<file path="src/rtl/acr_pkg.sv">
package acr_pkg;

  typedef enum logic [1:0] {
    ACC_NONE  = 2'd0,
    ACC_READ  = 2'd1,
    ACC_WRITE = 2'd2,
    ACC_EXEC  = 2'd3
  } acc_kind_e;

  typedef enum logic [3:0] {
    FLT_NONE        = 4'd0,
    FLT_INST_PROT   = 4'd1,
    FLT_DATA_RIGHTS = 4'd2,
    FLT_DATA_PID    = 4'd3,
    FLT_PAGE_REF    = 4'd4,
    FLT_DIRTY       = 4'd5,
    FLT_BREAK       = 4'd6
  } fault_e;

  localparam int PERM_W = 3;
  localparam logic [PERM_W-1:0] PERM_RD  = 3'b001;
  localparam logic [PERM_W-1:0] PERM_WR  = 3'b010;
  localparam logic [PERM_W-1:0] PERM_EX  = 3'b100;
  localparam logic [PERM_W-1:0] PERM_RX  = 3'b101;
  localparam logic [PERM_W-1:0] PERM_ALL = 3'b111;

endpackage

</file>
<file path="src/rtl/acr_fault.sv">
module acr_fault (
  input  logic [1:0]                 acc_kind,
  input  logic [acr_pkg::PERM_W-1:0] granted,
  input  logic                       pid_on,
  input  logic                       pid_hit,
  input  logic                       pid_wr_dis,
  input  logic                       ent_t,
  input  logic                       ent_d,
  input  logic                       ent_b,
  input  logic                       brk_override,
  output logic [acr_pkg::PERM_W-1:0] perm,
  output logic                       write_once,
  output logic [3:0]                 fault_code
);
  import acr_pkg::*;

  logic [PERM_W-1:0] req;
  logic [PERM_W-1:0] pid_set;
  fault_e            flt;
  logic              is_exec;

  assign is_exec = (acc_kind == ACC_EXEC);

  always_comb begin
    unique case (acc_kind)
      ACC_READ:  req = PERM_RD;
      ACC_WRITE: req = PERM_WR;
      ACC_EXEC:  req = PERM_EX;
      default:   req = '0;
    endcase
  end

  assign pid_set = pid_hit ? (pid_wr_dis ? PERM_RX : PERM_ALL) : '0;

  always_comb begin
    perm       = granted;
    write_once = 1'b0;
    flt        = FLT_NONE;
    if (acc_kind != ACC_NONE) begin
      if (~|(granted & req)) begin
        flt = is_exec ? FLT_INST_PROT : FLT_DATA_RIGHTS;
      end else if (pid_on && ~|(pid_set & req)) begin
        flt = is_exec ? FLT_INST_PROT : FLT_DATA_PID;
      end else begin
        if (pid_on) perm = perm & pid_set;
        // reverse priority: each later check may replace the fault
        if (ent_t) begin
          perm = perm & PERM_EX;
          if (!is_exec) flt = FLT_PAGE_REF;
        end
        if (!ent_d) begin
          perm = perm & PERM_RX;
          if (acc_kind == ACC_WRITE) flt = FLT_DIRTY;
        end
        if (ent_b) begin
          perm = perm & PERM_RX;
          if (acc_kind == ACC_WRITE) begin
            if (brk_override) write_once = 1'b1;
            else              flt = FLT_BREAK;
          end
        end
      end
    end
  end

  assign fault_code = flt;

  always_comb begin

    probe_bypass_chk: assert (acc_kind != ACC_NONE ||
                              (fault_code == 4'd0 && !write_once && perm == granted));

    dirty_strip_chk: assert (!(acc_kind != ACC_NONE && !ent_d && fault_code > 4'd3) ||
                             !perm[1]);

    ref_strip_chk: assert (!(acc_kind != ACC_NONE && ent_t && fault_code > 4'd3) ||
                           perm[1:0] == 2'b00);

    once_cause_chk: assert (!write_once ||
                            (acc_kind == ACC_WRITE && ent_b && brk_override));
  end

endmodule

</file>
<file path="config.mk">
export PLATFORM = sky130hd
export DESIGN_NAME = acr_fault
export DESIGN_NICKNAME = d
export VERILOG_FILES = /design/src/rtl/acr_pkg.sv /design/src/rtl/acr_fault.sv
export SDC_FILE = /design/constraint.sdc
export NUM_CORES = 1
export LEC_CHECK = 0
export BUFFER_PORTS_ARGS = -buffer_cell sky130_fd_sc_hd__buf_2
export CAP_MARGIN = 25
export CORE_AREA = 5 5 42 44
export DETAILED_ROUTE_END_ITERATION = 7
export DIE_AREA = 0 0 47 49
export PLACE_DENSITY = 0.41
export SYNTH_ARGS = -nofsm -noshare
export SYNTH_HDL_FRONTEND = slang
export SYNTH_SLANG_ARGS = --single-unit
</file>
<file path="constraint.sdc">
create_clock -name vclk -period 2.2
set_clock_uncertainty 0.2 [all_clocks]
set_input_delay 0.22 -clock vclk [all_inputs]
set_output_delay 0.22 -clock vclk [all_outputs]
set_load 0.1 [all_outputs]
</file>
After elaboration in Yosys (flattened, before gate mapping)
Cells that the tools add are included.
W data, S select, Z words.
Cells by class
  equal/unequal tests: 3
  multiplexer cells: 28
  bitwise logic cells: 3
  reductions and logical operators: 5
Operators with widths (number)
  $mux W4: 8
  $mux W3: 7
  $mux W2: 6
  $and A3 B3 Y3: 3
  $pmux W3 S3: 1
  $mux W1: 6
  $reduce_or A3 Y1: 2
  $eq A2 B2 Y1 const B: 2
  $eq A2 B1 Y1 const B: 1
  $reduce_bool A2 Y1: 1
  $logic_and A1 B1 Y1: 1
  $logic_not A1 Y1: 1
Word-level totals
  flip-flop bits (word level): 0
  input bits: 12
  output and inout bits: 8
  logic and storage cells: 39

Longest topological paths before layout
Gate-level depths: netlist of the first run.
  depth in word-level cells: 11
  gate-level depth with buffers: 3
  depth with buffers taken out: 3

Worst setup path after synthesis of the first run
No wires, ideal clock.
  kind: in2out
  start point: in pid_wr_dis
  end point: out fault_code[2]
  arrival: 2829 ps
  data required time: 1780 ps
  path slack: -1049 ps
  cell stages on the path: 3
  path buffers: 0
  path through: nand3b_1 > and2_1 > a211oi_1
Between the ends
  longest elaborated chain between the ends: 9
Ends and longest elaborated chain
  start, declared: line acr_fault.sv:6  | input logic pid_wr_dis,
  $mux W2: line acr_fault.sv:33  | assign pid_set = pid_hit ? (pid_wr_dis ? PERM_RX : PERM_ALL) : '0;
  $mux W3: line acr_fault.sv:33
  $and A3 B3 Y3: line acr_fault.sv:42  | end else if (pid_on && ~|(pid_set & req)) begin
  $reduce_or A3 Y1: line acr_fault.sv:42
  $logic_not A1 Y1: line acr_fault.sv:42
  $logic_and A1 B1 Y1: line acr_fault.sv:42
  $mux W4: line acr_fault.sv:42
  $mux W4: line acr_fault.sv:40  | if (~|(granted & req)) begin
  $mux W4: line acr_fault.sv:39  | if (acc_kind != ACC_NONE) begin
  end, declared: line acr_fault.sv:13  | output logic [3:0] fault_code
Every way passes these cells.

Worst setup path in the final report of the first run
  start point: in acc_kind[0]
  end point: out perm[1] in the netlist's numbering
Between the ends
  longest elaborated chain between the ends: 9
  elaborated cells on any way between the ends: 14
  those cells by class: eq/ne (3); mux (4); bitwise (2); reduce/logical (5)
Ends and longest elaborated chain
  start, declared: line acr_fault.sv:2  | input logic [1:0] acc_kind,
  $eq A2 B2 Y1 or $eq A2 B1 Y1 (tied branches): line acr_fault.sv:25  | unique case (acc_kind)
  $pmux W3 S3: line acr_fault.sv:25
  $and A3 B3 Y3: line acr_fault.sv:42
  $reduce_or A3 Y1: line acr_fault.sv:42
  $logic_not A1 Y1: line acr_fault.sv:42
  $logic_and A1 B1 Y1: line acr_fault.sv:42
  $mux W3: line acr_fault.sv:42
  $mux W3: line acr_fault.sv:40
  $mux W3 (*): line acr_fault.sv:39
  end, declared: line acr_fault.sv:11  | output logic [acr_pkg::PERM_W-1:0] perm,
Every way passes the cells marked *; elsewhere a longest branch is shown, timed or not.

==> flow_metrics.tcl, run 1 <==
set metrics [dict create \
    status "finished, final reports clean" \
    n_fill_cell 167 \
    netlist_area_um2 216 \
    globalplace.congestion 0.723 \
    yosysTopAreaCellShare_pct 10.4 \
    wl_um 738 \
    hp-start "granted[2]" \
    final_util_pct 27.1 \
    drt_drc_violations_left 0 \
    min_period_ns 1.86 \
    grt-ovfl-total 0 \
    switching_power_mw 0.101 \
    antenna_left 0 \
    dr_wl_met3_um 83 \
    crit_path_start_kind "primary input" \
    cp.arrival_ns 1.44 \
    layout_common_cells "buf_2, inv_1" \
    highest-signal-layer "met3" \
    required_ns 1.78 \
    switching_share_pct 71.9 \
    core-area_mm2 0.00140 \
    drive_gt1_share_pct 52.0 \
    p_seq_share_pct 0 \
    fmax_mhz 537 \
    register_area_um2 0 \
    grtUsageTotal_pct 6.74 \
    placed_cells 66 \
    path_depth 5 \
    internal_power_mw 0.0397 \
    pin_count 20 \
    final_common_cell "buf_2" \
    min_period_over_period_pct 84.7 \
    fin_nets 64 \
    synth_nets 45 \
    fin_cells 66 \
    start_util_pct 15.4 \
    finalInstanceArea_um2 380 \
    multi_input_area_um2 220 \
    ctsResizeCount 0 \
    ctsHoldBuffers 0 \
    placed_area_um2 380 \
    path_max_fanout 8 \
    wl_met2_um 302 \
    grt_pass1_vias 285 \
    grt_max_degree 9 \
    hold_viol_final 0 \
    syn_inst 33 \
    nClkBuffers 0 \
    post_cts_buffers 0 \
    die_area_mm2 0.00230 \
    hp-class "primary input to output port" \
    cp-end-kind "output port" \
    n_antenna_cell 0 \
    die_w_um 47 \
    synth_area_leaders "a211oi_1, o31a_1, inv_1, a22oi_2, nand2b_1" \
    synth_cell_types 24 \
    slew_viol_final 0 \
    viasPerCell 4.30 \
    setup_violations 0 \
    p_comb_share_pct 100.0 \
    grt_first_pass_wirelength_um 1270 \
    power.density_mw_per_mm2 371 \
    drtIter0Drc 0 \
    port_buffers 19 \
    ys.warnings.count 0 \
    critPathKind "primary input to output port" \
    met1_length_um 352 \
    antenna_found_initial 0 \
    path_cells "buf_2 -> mux2_2 -> a22oi_2 -> o31a_1 -> buf_12" \
    worst-path-buf-inv 2 \
    dpl.hpwl_um 659 \
    synth_top_area_cell "a211oi_1" \
    flops_and_latches 0 \
    slowest_stage "mux2_2" \
    p_leak_nw 0.173 \
    startpoint "acc_kind[0]" \
    rows 14 \
    ys_seq_area_share_pct 0 \
    firstDrtPassIters 1 \
    syn_area_per_cell_um2 6.56 \
    area_growth_pct 75.7 \
    slowest_delay_ns 0.36 \
    ir_worst_vdd_v 0.000151 \
    crit_family "compound AO/OA/AOI/OAI gates" \
    clkPwrFrac_pct 0 \
    hold_depth 2 \
    vias 284 \
    dieHeight_um 49 \
    rsz0062_at_grt "no" \
    maxCapViolCount 0 \
    wl_per_cell_um 11.2 \
]
cells in the mapped netlist (2+ instances only):
cell      number
o31a_1         2
inv_1          4
nor2b_1        2
nand2_1        2
nand2b_1       2
a211oi_1       3
cell type report:
class | instances | area share [%]
tap | 16 | 5.26
multi-input combinational | 27 | 57.9
timing repair buffer | 19 | 32.9
inverter | 4 | 3.95
layer usage:
metal	up-vias	global-route usage, %
li1	155	-
met1	118	9.78
met2	11	10.6
met3	0	1.48
met4	0	0
met5	-	0
path summary, 6_finish.rpt:
check	end	slack, ns
setup / recovery	perm[1]	0.34
hold / removal	perm[2]	0.63
power groups by stage:
| stage | clock (mW) | sequential (mW) | combinational, mW |
|---|---|---|---|
| global placement | 0 | 0 | 0.143 |
| finish | 0 | 0 | 0.141 |
| CTS | 0 | 0 | 0.142 |
| detailed placement | 0 | 0 | 0.142 |
| global route | 0 | 0 | 0.149 |
| floorplan | 0 | 0 | 0.103 |
cells by family after synthesis:
| group | synth area share, % |
|---|---|
| AND/OR/NAND/NOR | 33.5 |
| multiplexers | 5.20 |
| AO/OA/AOI/OAI | 47.4 |
| other | 1.73 |
| buffers and inverters | 12.1 |
metrics by stage:
| stage | worst slack (ns) | hold slack, ns | TNS (ns) | power [mW] |
|---|---|---|---|---|
| global placement | 0.329 | 0.635 | 0 | 0.143 |
| finish | 0.336 | 0.633 | 0 | 0.141 |
| detailed placement | 0.337 | 0.634 | 0 | 0.142 |
| CTS | 0.328 | 0.634 | 0 | 0.142 |
| global route | 0.246 | 0.647 | 0 | 0.149 |
| floorplan | -0.0945 | 0.452 | -0.125 | 0.103 |
No activity file was read; power rests on OpenSTA's default activity.
==> run 2, diff against run 1 <==
--- a/config.mk
+++ b/config.mk
@@ -5,12 +5,13 @@
 export SDC_FILE = /design/constraint.sdc
 export NUM_CORES = 1
 export LEC_CHECK = 0
+export ABC_AREA = 1
 export BUFFER_PORTS_ARGS = -buffer_cell sky130_fd_sc_hd__buf_2
 export CAP_MARGIN = 25
 export CORE_AREA = 5 5 42 44
 export DETAILED_ROUTE_END_ITERATION = 7
 export DIE_AREA = 0 0 47 49
-export PLACE_DENSITY = 0.41
+export PLACE_DENSITY = 0.43
 export SYNTH_ARGS = -nofsm -noshare
 export SYNTH_HDL_FRONTEND = slang
 export SYNTH_SLANG_ARGS = --single-unit
==> constraint.sdc (replaced) <==
create_clock -name vclk -period 1.5
set_clock_uncertainty 0.2 [all_clocks]
set_input_delay 0.15 -clock vclk [all_inputs]
set_output_delay 0.15 -clock vclk [all_outputs]
set_load 0.1 [all_outputs]
==> flow_metrics.tcl, run 2 <==
set metrics [dict create \
    status "finished, final reports clean" \
    power.density_mw_per_mm2 578 \
    crit_top_cell "nand2_2" \
    die_w_um 47 \
    register_area_um2 0 \
    n_fill_cell 173 \
    drive_gt1_share_pct 40.3 \
    synthSimpleGateAreaFrac_pct 72.6 \
    yosysTopAreaCellShare_pct 23.5 \
    synth_compound_area_share_pct 2.23 \
    required_ns 1.15 \
    flops_and_latches 0 \
    wl_um 683 \
    dieHeight_um 49 \
    grt-ovfl-total 0 \
    drt_drc_violations_left 0 \
    ys_seq_area_share_pct 0 \
    grtUsageTotal_pct 6.39 \
    dpl.hpwl_um 654 \
    hold_viol_final 0 \
    slew_viol_final 0 \
    rows 14 \
    fin_cells 83 \
    min_period_ns 1.37 \
    grt_first_pass_wirelength_um 1240 \
    antenna_left 0 \
    firstDrtPassIters 1 \
    syn_inst 50 \
    min_period_over_period_pct 91.3 \
    syn_area_per_cell_um2 4.48 \
    post_cts_buffers 0 \
    hp-class "primary input to output port" \
    antenna_found_initial 0 \
    port_buffers 19 \
    grt_pass1_vias 332 \
    wl_per_cell_um 8.23 \
    synth_fa_ha_area_share_pct 0 \
    grt_max_degree 6 \
    viasPerCell 4.00 \
    synth_cell_types 14 \
    area_growth_pct 92.2 \
    cp-end-kind "output port" \
    ir_worst_vdd_v 0.000157 \
    setup_violations 0 \
    yosysMostFrequentCell "nand2_1" \
    fmax_mhz 730 \
    slowest_delay_ns 0.19 \
    cp.arrival_ns 1.02 \
    synth_common_cells "nand2_1, nand3_1, inv_1" \
    synth_nets 62 \
    placed_cells 83 \
    synth_top_family_by_area "simple AND/OR/NAND/NOR gates" \
    core-area_mm2 0.00140 \
    p_leak_nw 0.249 \
    rsz0062_at_grt "no" \
    synthXorXnorAreaFrac_pct 0 \
    drtIter0Drc 0 \
    die_area_mm2 0.00230 \
    critPathKind "primary input to output port" \
    vias 332 \
    layout_common_cells "nand2_1, buf_2, nand3_1" \
    crit_path_start_kind "primary input" \
    pin_count 20 \
    synthMuxAreaShare_pct 0 \
    p_total_mw 0.249 \
    n_antenna_cell 0 \
    slowest_stage "buf_12" \
    globalplace.congestion 0.807 \
    fin_nets 81 \
    path_max_fanout 5 \
    path_cells "buf_2 -> inv_2 -> nand2_1 -> nand3_1 -> nand2_2 -> nand2_2 -> nor2_2 -> buf_12" \
    maxCapViolCount 0 \
    start_util_pct 16.0 \
    ys.warnings.count 0 \
    synth_top_area_cell "nand2_1" \
    netlist_area_um2 224 \
    synth_area_leaders "nand2_1, nand3_1, inv_1, nor2_1, nand3_2" \
    nClkBuffers 0 \
]
==> run 2: changes by cell type after synthesis, moves of 3 or more <==
cell and change:
nand2_1 +12, nand3_1 +9, nor2_1 +6, inv_1 +5
a211oi_1 -3
==> run 2: cell families after synthesis <==
family          after synthesis
compound gates                1
simple gates                 35
buf+inv                      13
other cells                   1
==> run 2: area by class of cell <==
cell class | instances | area [um2] | share of cell area (%)
Timing Repair Buffer | 19 | 185 | 43.0
Multi-Input combinational cell | 37 | 184 | 42.7
Inverter | 11 | 41.3 | 9.59
Tap cell | 16 | 20.0 | 4.65
==> run 2: per-stage QoR <==
step           util, %  setup WS (ns)  cell area (um2)  hold slack [ns]  setup TNS [ns]
2_1_floorplan        -         -0.126              229            0.368          -0.252
3_3_place_gp      30.2          0.136              423            0.491               0
3_5_place_dp      30.2          0.123              423            0.483               0
4_1_cts           30.2          0.121              423            0.484               0
5_1_grt           30.7         0.0152              430            0.500               0
6_report          30.7          0.131              430            0.480               0
==> run 2: timing repair <==
| item | 4_1_cts | 5_1_grt |
|---|---|---|
| gates resized for setup | 0 | 2 |
| hold buffers | 0 | 0 |
| setup endpoints to repair | 0 | 1 |
==> run 2: path summary, 6_finish.rpt <==
check        start    endpoint  slack, ns  cells past startpoint
min     granted[1]     perm[1]       0.48                      4
max    acc_kind[1]  write_once       0.13                      8
==> run 2: where the power goes <==
part | internal (mW) | switching, mW
registers | 0 | 0
clock network | 0 | 0
logic | 0.0797 | 0.169
==> run 2: critical path, delay by kind of cell <==
kind,cells,cell delay [ns]
buffers and inverters,3,0.38
AND/OR/NAND/NOR,5,0.49
==> run 2: layer usage <==
layer	global-route usage (%)	wire length (um)	up-vias
met4	0	0	0
met5	0	0	-
met3	0.738	61	0
met2	11.3	342	11
li1	-	-	186
met1	8.48	279	135
